==> config.mk <==
export PLATFORM = sky130hd
export DESIGN_NAME = fault_supervisor
export DESIGN_NICKNAME = d
export VERILOG_FILES = /design/src/rtl/fsup_pkg.sv /design/src/rtl/fsup_rst_sync.sv /design/src/rtl/fsup_fault_qual.sv /design/src/rtl/fsup_step_filter.sv /design/src/rtl/fault_supervisor.sv
export SDC_FILE = /design/constraint.sdc
export NUM_CORES = 1
export LEC_CHECK = 0
export ABC_AREA = 1
export ABC_CLOCK_PERIOD_IN_PS = 1600
export CORE_ASPECT_RATIO = 0.7
export CORE_UTILIZATION = 31
export CTS_BUF_LIST = sky130_fd_sc_hd__clkbuf_4 sky130_fd_sc_hd__clkbuf_8
export CTS_CLUSTER_DIAMETER = 150
export CTS_CLUSTER_SIZE = 40
export DETAILED_ROUTE_END_ITERATION = 8
export DONT_BUFFER_PORTS = 1
export GPL_TIMING_DRIVEN = 0
export PLACE_DENSITY_LB_ADDON = 0.08
export SLEW_MARGIN = 25
export SYNTH_ARGS = -nofsm -noshare
export SYNTH_HDL_FRONTEND = slang
export SYNTH_SLANG_ARGS = --single-unit
==> constraint.sdc <==
create_clock -name clk -period 1.6 [get_ports clk]
set_clock_uncertainty 0.15 [all_clocks]
set_input_delay 0.16 -clock clk [delete_from_list [all_inputs] [get_ports clk]]
set_output_delay 0.16 -clock clk [all_outputs]
set_load 0.02 [all_outputs]
==> src/rtl/fsup_pkg.sv <==
package fsup_pkg;
  localparam int FAULT_NUM = 2;
  localparam int FLT_THERM = 0;
  localparam int FLT_OVCUR = 1;
  localparam logic [2:0] MODE_STANDBY = 3'b000;
endpackage

==> src/rtl/fsup_rst_sync.sv <==
module fsup_rst_sync #(
  parameter int STAGES = 2
) (
  input  logic clk,
  input  logic por_i,
  output logic rst_o
);
  logic [STAGES-1:0] chain;

  // asserts immediately, releases after STAGES clock edges
  always_ff @(posedge clk or posedge por_i) begin
    if (por_i) chain <= '1;
    else       chain <= {chain[STAGES-2:0], 1'b0};
  end

  assign rst_o = chain[STAGES-1];
endmodule

==> src/rtl/fsup_fault_qual.sv <==
module fsup_fault_qual #(
  parameter int QUAL = 16
) (
  input  logic clk,
  input  logic rst,
  input  logic clr,
  input  logic flag_i,
  output logic lat_o
);
  localparam int CW = $clog2(QUAL + 1);
  localparam logic [CW-1:0] LAST = CW'(QUAL - 1);

  logic [CW-1:0] run;

  always_ff @(posedge clk or posedge rst) begin
    if (rst) begin
      run   <= '0;
      lat_o <= 1'b0;
    end else if (clr) begin
      run   <= '0;
      lat_o <= 1'b0;
    end else if (lat_o) begin
      run   <= '0;
    end else if (flag_i) begin
      if (run == LAST) begin
        lat_o <= 1'b1;
        run   <= '0;
      end else begin
        run <= run + 1'b1;
      end
    end else begin
      run <= '0;
    end
  end
endmodule

==> src/rtl/fsup_step_filter.sv <==
module fsup_step_filter #(
  parameter int HI_MIN = 75,
  parameter int LO_MIN = 63
) (
  input  logic clk,
  input  logic rst,
  input  logic step_i,
  output logic rise_o
);
  localparam int TMAX = (HI_MIN > LO_MIN) ? HI_MIN : LO_MIN;
  localparam int CW   = $clog2(TMAX + 1);

  logic [1:0]    sync;
  logic          lvl;
  logic [CW-1:0] run;
  logic [CW-1:0] lim;

  // the limit depends on the level being left
  assign lim = lvl ? CW'(LO_MIN - 1) : CW'(HI_MIN - 1);

  always_ff @(posedge clk or posedge rst) begin
    if (rst) begin
      sync   <= '0;
      lvl    <= 1'b0;
      run    <= '0;
      rise_o <= 1'b0;
    end else begin
      sync   <= {sync[0], step_i};
      rise_o <= 1'b0;
      if (sync[1] == lvl) begin
        run <= '0;
      end else if (run == lim) begin
        lvl    <= sync[1];
        run    <= '0;
        rise_o <= sync[1];
      end else begin
        run <= run + 1'b1;
      end
    end
  end
endmodule

==> src/rtl/fault_supervisor.sv <==
module fault_supervisor
  import fsup_pkg::*;
#(
  parameter int TSD_QUAL    = 16,
  parameter int ISD_QUAL    = 8,
  parameter int STEP_HI_MIN = 75,
  parameter int STEP_LO_MIN = 63,
  parameter int RST_STAGES  = 2
) (
  input  logic       clk,
  input  logic       por_i,
  input  logic       tsd_flag_i,
  input  logic       isd_flag_i,
  input  logic [2:0] mode_i,
  input  logic       enable_i,
  input  logic       step_i,
  output logic       err_n_o,
  output logic       osc_en_o,
  output logic       bridge_en_o,
  output logic       standby_o,
  output logic       step_rise_o
);
  logic                 rst_int;
  logic                 standby_code;
  logic                 sleep;
  logic [FAULT_NUM-1:0] flag_raw;
  logic [FAULT_NUM-1:0] fault_lat;

  fsup_rst_sync #(.STAGES(RST_STAGES)) i_rst_sync (
    .clk   (clk),
    .por_i (por_i),
    .rst_o (rst_int)
  );

  assign standby_code        = (mode_i == MODE_STANDBY);
  assign flag_raw[FLT_THERM] = tsd_flag_i;
  assign flag_raw[FLT_OVCUR] = isd_flag_i;

  for (genvar g = 0; g < FAULT_NUM; g++) begin : g_qual
    localparam int QUAL = (g == FLT_THERM) ? TSD_QUAL : ISD_QUAL;
    fsup_fault_qual #(.QUAL(QUAL)) i_qual (
      .clk    (clk),
      .rst    (rst_int),
      .clr    (standby_code),
      .flag_i (flag_raw[g]),
      .lat_o  (fault_lat[g])
    );
  end

  // a thermal fault puts the block to sleep like the standby code does
  assign sleep = standby_code | fault_lat[FLT_THERM];

  always_ff @(posedge clk or posedge rst_int) begin
    if (rst_int) begin
      err_n_o     <= 1'b1;
      osc_en_o    <= 1'b0;
      bridge_en_o <= 1'b0;
      standby_o   <= 1'b1;
    end else begin
      err_n_o     <= ~|fault_lat;
      osc_en_o    <= ~sleep;
      bridge_en_o <= enable_i & ~sleep & ~|fault_lat;
      standby_o   <= sleep;
    end
  end

  fsup_step_filter #(.HI_MIN(STEP_HI_MIN), .LO_MIN(STEP_LO_MIN)) i_step (
    .clk    (clk),
    .rst    (rst_int),
    .step_i (step_i),
    .rise_o (step_rise_o)
  );
endmodule

### Yosys cells after proc, flatten, opt, wreduce, memory -nomap -nowiden

Cells that the tools add are included.

* add/sub/neg operators: 3
* eq/ne operators: 4
* reduce and logical (&&, ||, !) cells: 4
* multiplexer cells: 21
* bitwise gates (word level): 5

Operator list (number)
* two-way mux 7 bit: 3
* two-way mux 5 bit: 4
* two-way mux 4 bit: 4
* two-way mux 1 bit: 10
* adder 7 x 1 -> 7 bit (second input constant): 1
* equality test 7 bit: 1
* adder 5 x 1 -> 5 bit (second input constant): 1
* equality test 5 x 4 -> 1 bit (second input constant): 1
* adder 4 x 1 -> 4 bit (second input constant): 1
* equality test 4 x 3 -> 1 bit (second input constant): 1
* zero test 3 bit: 1
* bitwise AND 1 bit: 2
* inverter 1 bit: 2
* AND reduction 2 bit: 1
* OR reduction 2 bit: 1
* equality test 1 bit: 1
* zero test 1 bit: 1
* bitwise OR 1 bit: 1

* output and inout port bits: 5
* input bits: 9
* flip-flop bits (word level): 28
* logic and storage cells: 50

### Longest topological paths before layout

* depth after elaboration: 5
* gate-level depth with buffers: 7
* mapped depth without buffers: 7

### By module

A second synthesis with hierarchy kept.

* cells, all modules: 133
* area total of the unflattened synthesis: 1260.0 sq um

Modules (own cells, without submodules)
* fsup_step_filter: instances 1, sequential area each 275.3 sq um, cells each 61, area each 534.3 sq um
* fsup_fault_qual at g_qual[0].i_qual: instances 1, sequential area each 150.1 sq um, cells each 29, area each 280.3 sq um
* fsup_fault_qual at g_qual[1].i_qual: instances 1, sequential area each 125.1 sq um, cells each 25, area each 226.5 sq um
* fault_supervisor: instances 1, sequential area each 102.6 sq um, cells each 14, area each 158.9 sq um
* fsup_rst_sync: instances 1, sequential area each 52.6 sq um, cells each 4, area each 60.1 sq um

### Worst setup path after synthesis

OpenSTA, ideal clock, no wires.

* kind: register to register
* start point: reg i_step.run[0]
* end point: reg i_step.run[0]
* data arrival time: 1.012 ns
* setup slack: 0.317 ns
* stages on the path, launching flop included: 8
* period minus slack after synthesis: 1.283 ns
* buffers on the path: 0
* data required time: 1.329 ns
* setup time: 0.121 ns
* path through: dfrtp_1 > inv_1 > ha_1 > nand2_1 > nor2_4 > nand2_2 > nand2_4 > nor2_1

* word-level cells in the longest chain between the ends: 3
* elaborated cells on any way between the ends: 4
* those cells by class: add/sub: 1; eq/ne: 1; mux: 2

RTL lines
* start, declared: line fsup_step_filter.sv:15 `logic [CW-1:0] run;`
* start signal, assigned: line fsup_step_filter.sv:37 `run <= run + 1'b1;`
* adder 7 x 1 -> 7 bit or equality test 7 bit (tied branches): line fsup_step_filter.sv:37, fsup_step_filter.sv:32
* two-way mux 7 bit *: line fsup_step_filter.sv:32 `end else if (run == lim) begin`
* two-way mux 7 bit *: line fsup_step_filter.sv:30 `if (sync[1] == lvl) begin`

Mark *: on every way between the ends. The rest lies on a longest branch, timed or not.
A chain may end at the register's enable or synchronous reset.

### Worst setup path in the final report

* start point: reg i_step.run[0]
* end point: reg i_step.run[3]

The elaborated chain is that of the path after synthesis.

==> reports/metrics.yaml <==
wire_per_inst_um: 9.95
grt_pass1_wl_um: 3360
post-route-drc-count: 0
critPathSlowestCell: "dfrtp_1"
hpwlAfterDp_um: 1360
grt_max_degree: 27
grt_util_all_layers: 0.107
setup_slack_ns: 0.203
critPathLaunchType: "register"
nets: 148
antenna_found_initial: 0
hold_viol_final: 0
clock_path_buffers: 2
end_kind: "register"
via_count: 757
drt_iter0_drc: 37
dieArea_sq_um: 4140
period_minus_slack_ns: 1.40
hold_buffers: 5
drive_gt1_frac: 0.113
area_growth_pct: 12.8
clock_latency_ns: 0.27
p_total_w: 0.00122
maxSlewHeadroom: 0.628
clk_pin_slew_worst_paths_ns: 0.09
cts_buffers: 3
viasPerCell: 4.14
final_antenna_net_count: 0
r2r_cells: 7
setup_viol: 0
holdPathStages: 4
power.density_nw_per_um2: 897
yosysSeqAreaShare: 0.586
ir_drop_mv: 0.414
post_cts_resized: 0
num-fill-cells: 378
critical_path_class: "reg -> reg"
rsz0062_at_grt: "no"
drt_first_pass_iters: 4
grt_pass1_vias: 752
cpPeakStageDelay_ns: 0.43
status: "finished, final reports clean"
multi_input_area_sq_um: 432
fin_crit_sh: 0.873
place_ws_ns: 0.188
setup_tns_ns: 0
syn_area_sq_um: 1200
yosys_warnings: 0
max_freq_ghz: 0.716
rows: 18
wirelength_um: 1820
hold_ws_ns: 0.0430
ys_seq_elements: 28
fp.coreArea_sq_um: 3630
cts.htree.levels: 1
seqCellArea_sq_um: 706
die_height_um: 54.2
synth_fp_nets: 138
power.leakage_nw: 0.675
yosysUniqueCellTypes: 22
worst_slew_pin_slew_ns: 0.557
hold_class: "in -> reg"
chipWidth_um: 76.5
worst-endpoint-required_ns: 1.61
grt-ovfl-total: 0
io_pins: 14
cts_sinks: 28
cp_max_fo: 7
root_buffer: "clkbuf_8"
syn_inst: 125
diodes: 0
start_util: 0.332
drv_slew: 0
cts_tree: "yes"
critPathArrivalTime_ns: 1.41
postCtsSetupRepairBufs: 0
syn_avg_cell_area_sq_um: 9.64
place_congestion: 0.775
path_cells: "inv_1 > ha_1 > nand2_1 > nor2_4 > nand2_2 > nand2_4 > nor2_1"
port_buffers: 0
maxCapViolations: 0
-- cells in the mapped netlist --
library cell / count / area [sq um]
nor2b_1: 1 / 6.26
nand2_1: 21 / 78.8
o21ai_0: 1 / 5.00
o22ai_1: 1 / 6.26
ha_1: 4 / 50.1
dfstp_2: 4 / 105
nand2_2: 2 / 12.5
nor2_2: 2 / 12.5
nand4_1: 3 / 18.8
nand2_4: 1 / 11.3
a21oi_1: 1 / 5.00
xnor2_1: 4 / 35.0
nor2_1: 20 / 75.1
inv_1: 17 / 63.8
nor3_1: 2 / 10.0
inv_2: 1 / 3.75
nor2_4: 1 / 11.3
nand3_1: 8 / 40.0
nand3b_1: 2 / 15.0
xor2_1: 4 / 35.0
conb_1: 1 / 3.75
dfrtp_1: 24 / 601
-- state kept, by name, indices dropped and copies added, names as in the netlist --
| register | flops |
|---|---|
| i_step.lvl | 1 |
| g_qual.i_qual.run | 9 |
| err_n_o | 1 |
| i_step.sync | 2 |
| bridge_en_o | 1 |
| i_step.rise_o | 1 |
| i_rst_sync.chain | 2 |
| i_step.run | 7 |
| g_qual.i_qual.lat_o | 2 |
| standby_o | 1 |
| osc_en_o | 1 |
-- metrics by stage --
stage / util / cell area (sq um) / std cells
final: 0.375 / 1360 / 183
after detailed placement: 0.350 / 1270 / 175
after global routing: 0.375 / 1360 / 183
after CTS: 0.375 / 1360 / 183
after floorplan: - / 1200 / 125
after global placement: 0.350 / 1270 / 175
-- worst max-delay path, delay by kind of cell (launching register included) --
kind / cells / cell delay, ns
DFF: 1 / 0.43
and+or+nand+nor: 5 / 0.46
adders and majority gates: 1 / 0.15
buffers and inverters: 1 / 0.09
-- cell usage in the layout, fill, tap and decap left out --
cell,instances
nand4_1,3
nor2b_1,1
dfstp_2,4
nand3b_1,2
inv_2,2
dlygate4sd3_1,5
nand3_1,8
nor3_1,2
nor2_1,20
ha_1,4
a21oi_1,1
clkbuf_8,3
dfrtp_1,24
inv_1,16
xor2_1,4
xnor2_1,4
nand2_1,21
o21ai_0,1
o22ai_1,1
conb_1,1
nand2_4,1
nand2_2,2
nor2_2,2
nor2_4,1
-- logic make-up (layout without fill, tap and decap cells) --
kind of cell               Yosys count  count (layout)  share of synthesized area
xor gates and xnor gates             8               8                     0.0581
and+or+nand+nor                     63              63                      0.242
buffers and inverters               18              26                     0.0561
adders and majority gates            4               4                     0.0415
other                                1               1                    0.00311
AOI/OAI and AO/OA                    3               3                     0.0135
DFF                                 28              28                      0.586
-- final timing paths --
check	from	end	slack (ns)
setup / recovery	i_step.run[0]	i_step.run[3]	0.20
hold / removal	mode_i[2]	g_qual[1].i_qual.run[1]	0.04
setup reg to reg	i_step.run[0]	i_step.run[3]	0.20
hold reg to reg	i_rst_sync.chain[1]	i_step.lvl	0.16
max in group asynchronous	i_rst_sync.chain[1]	standby_o	0.76
min in group asynchronous	i_rst_sync.chain[1]	i_step.lvl	0.16
-- final cells by class --
class / count / share of cell area
inverter: 18 / 0.0497
sequential: 28 / 0.519
timing repair buffer: 5 / 0.0368
tap: 50 / 0.0460
clock buffer: 3 / 0.0304
multi-input combinational: 79 / 0.318
-- metal layers --
metal / part of all wire / track usage / vias up
li1: - / - / 399
met1: 0.51 / 0.135 / 346
met2: 0.45 / 0.179 / 10
met3: 0.034 / 0.0356 / 2
met4: 0.0066 / 0.0288 / 0
met5: 0 / 0 / -
-- power breakdown --
part	internal [W]	switching [W]	total, W	leakage, nW
Clock	0.000169	0.000201	0.000369	0.0216
Combinational	0.0000348	0.0000486	0.0000833	0.294
Sequential	0.000740	0.0000265	0.000767	0.360
No activity file was read; power rests on OpenSTA's default activity.
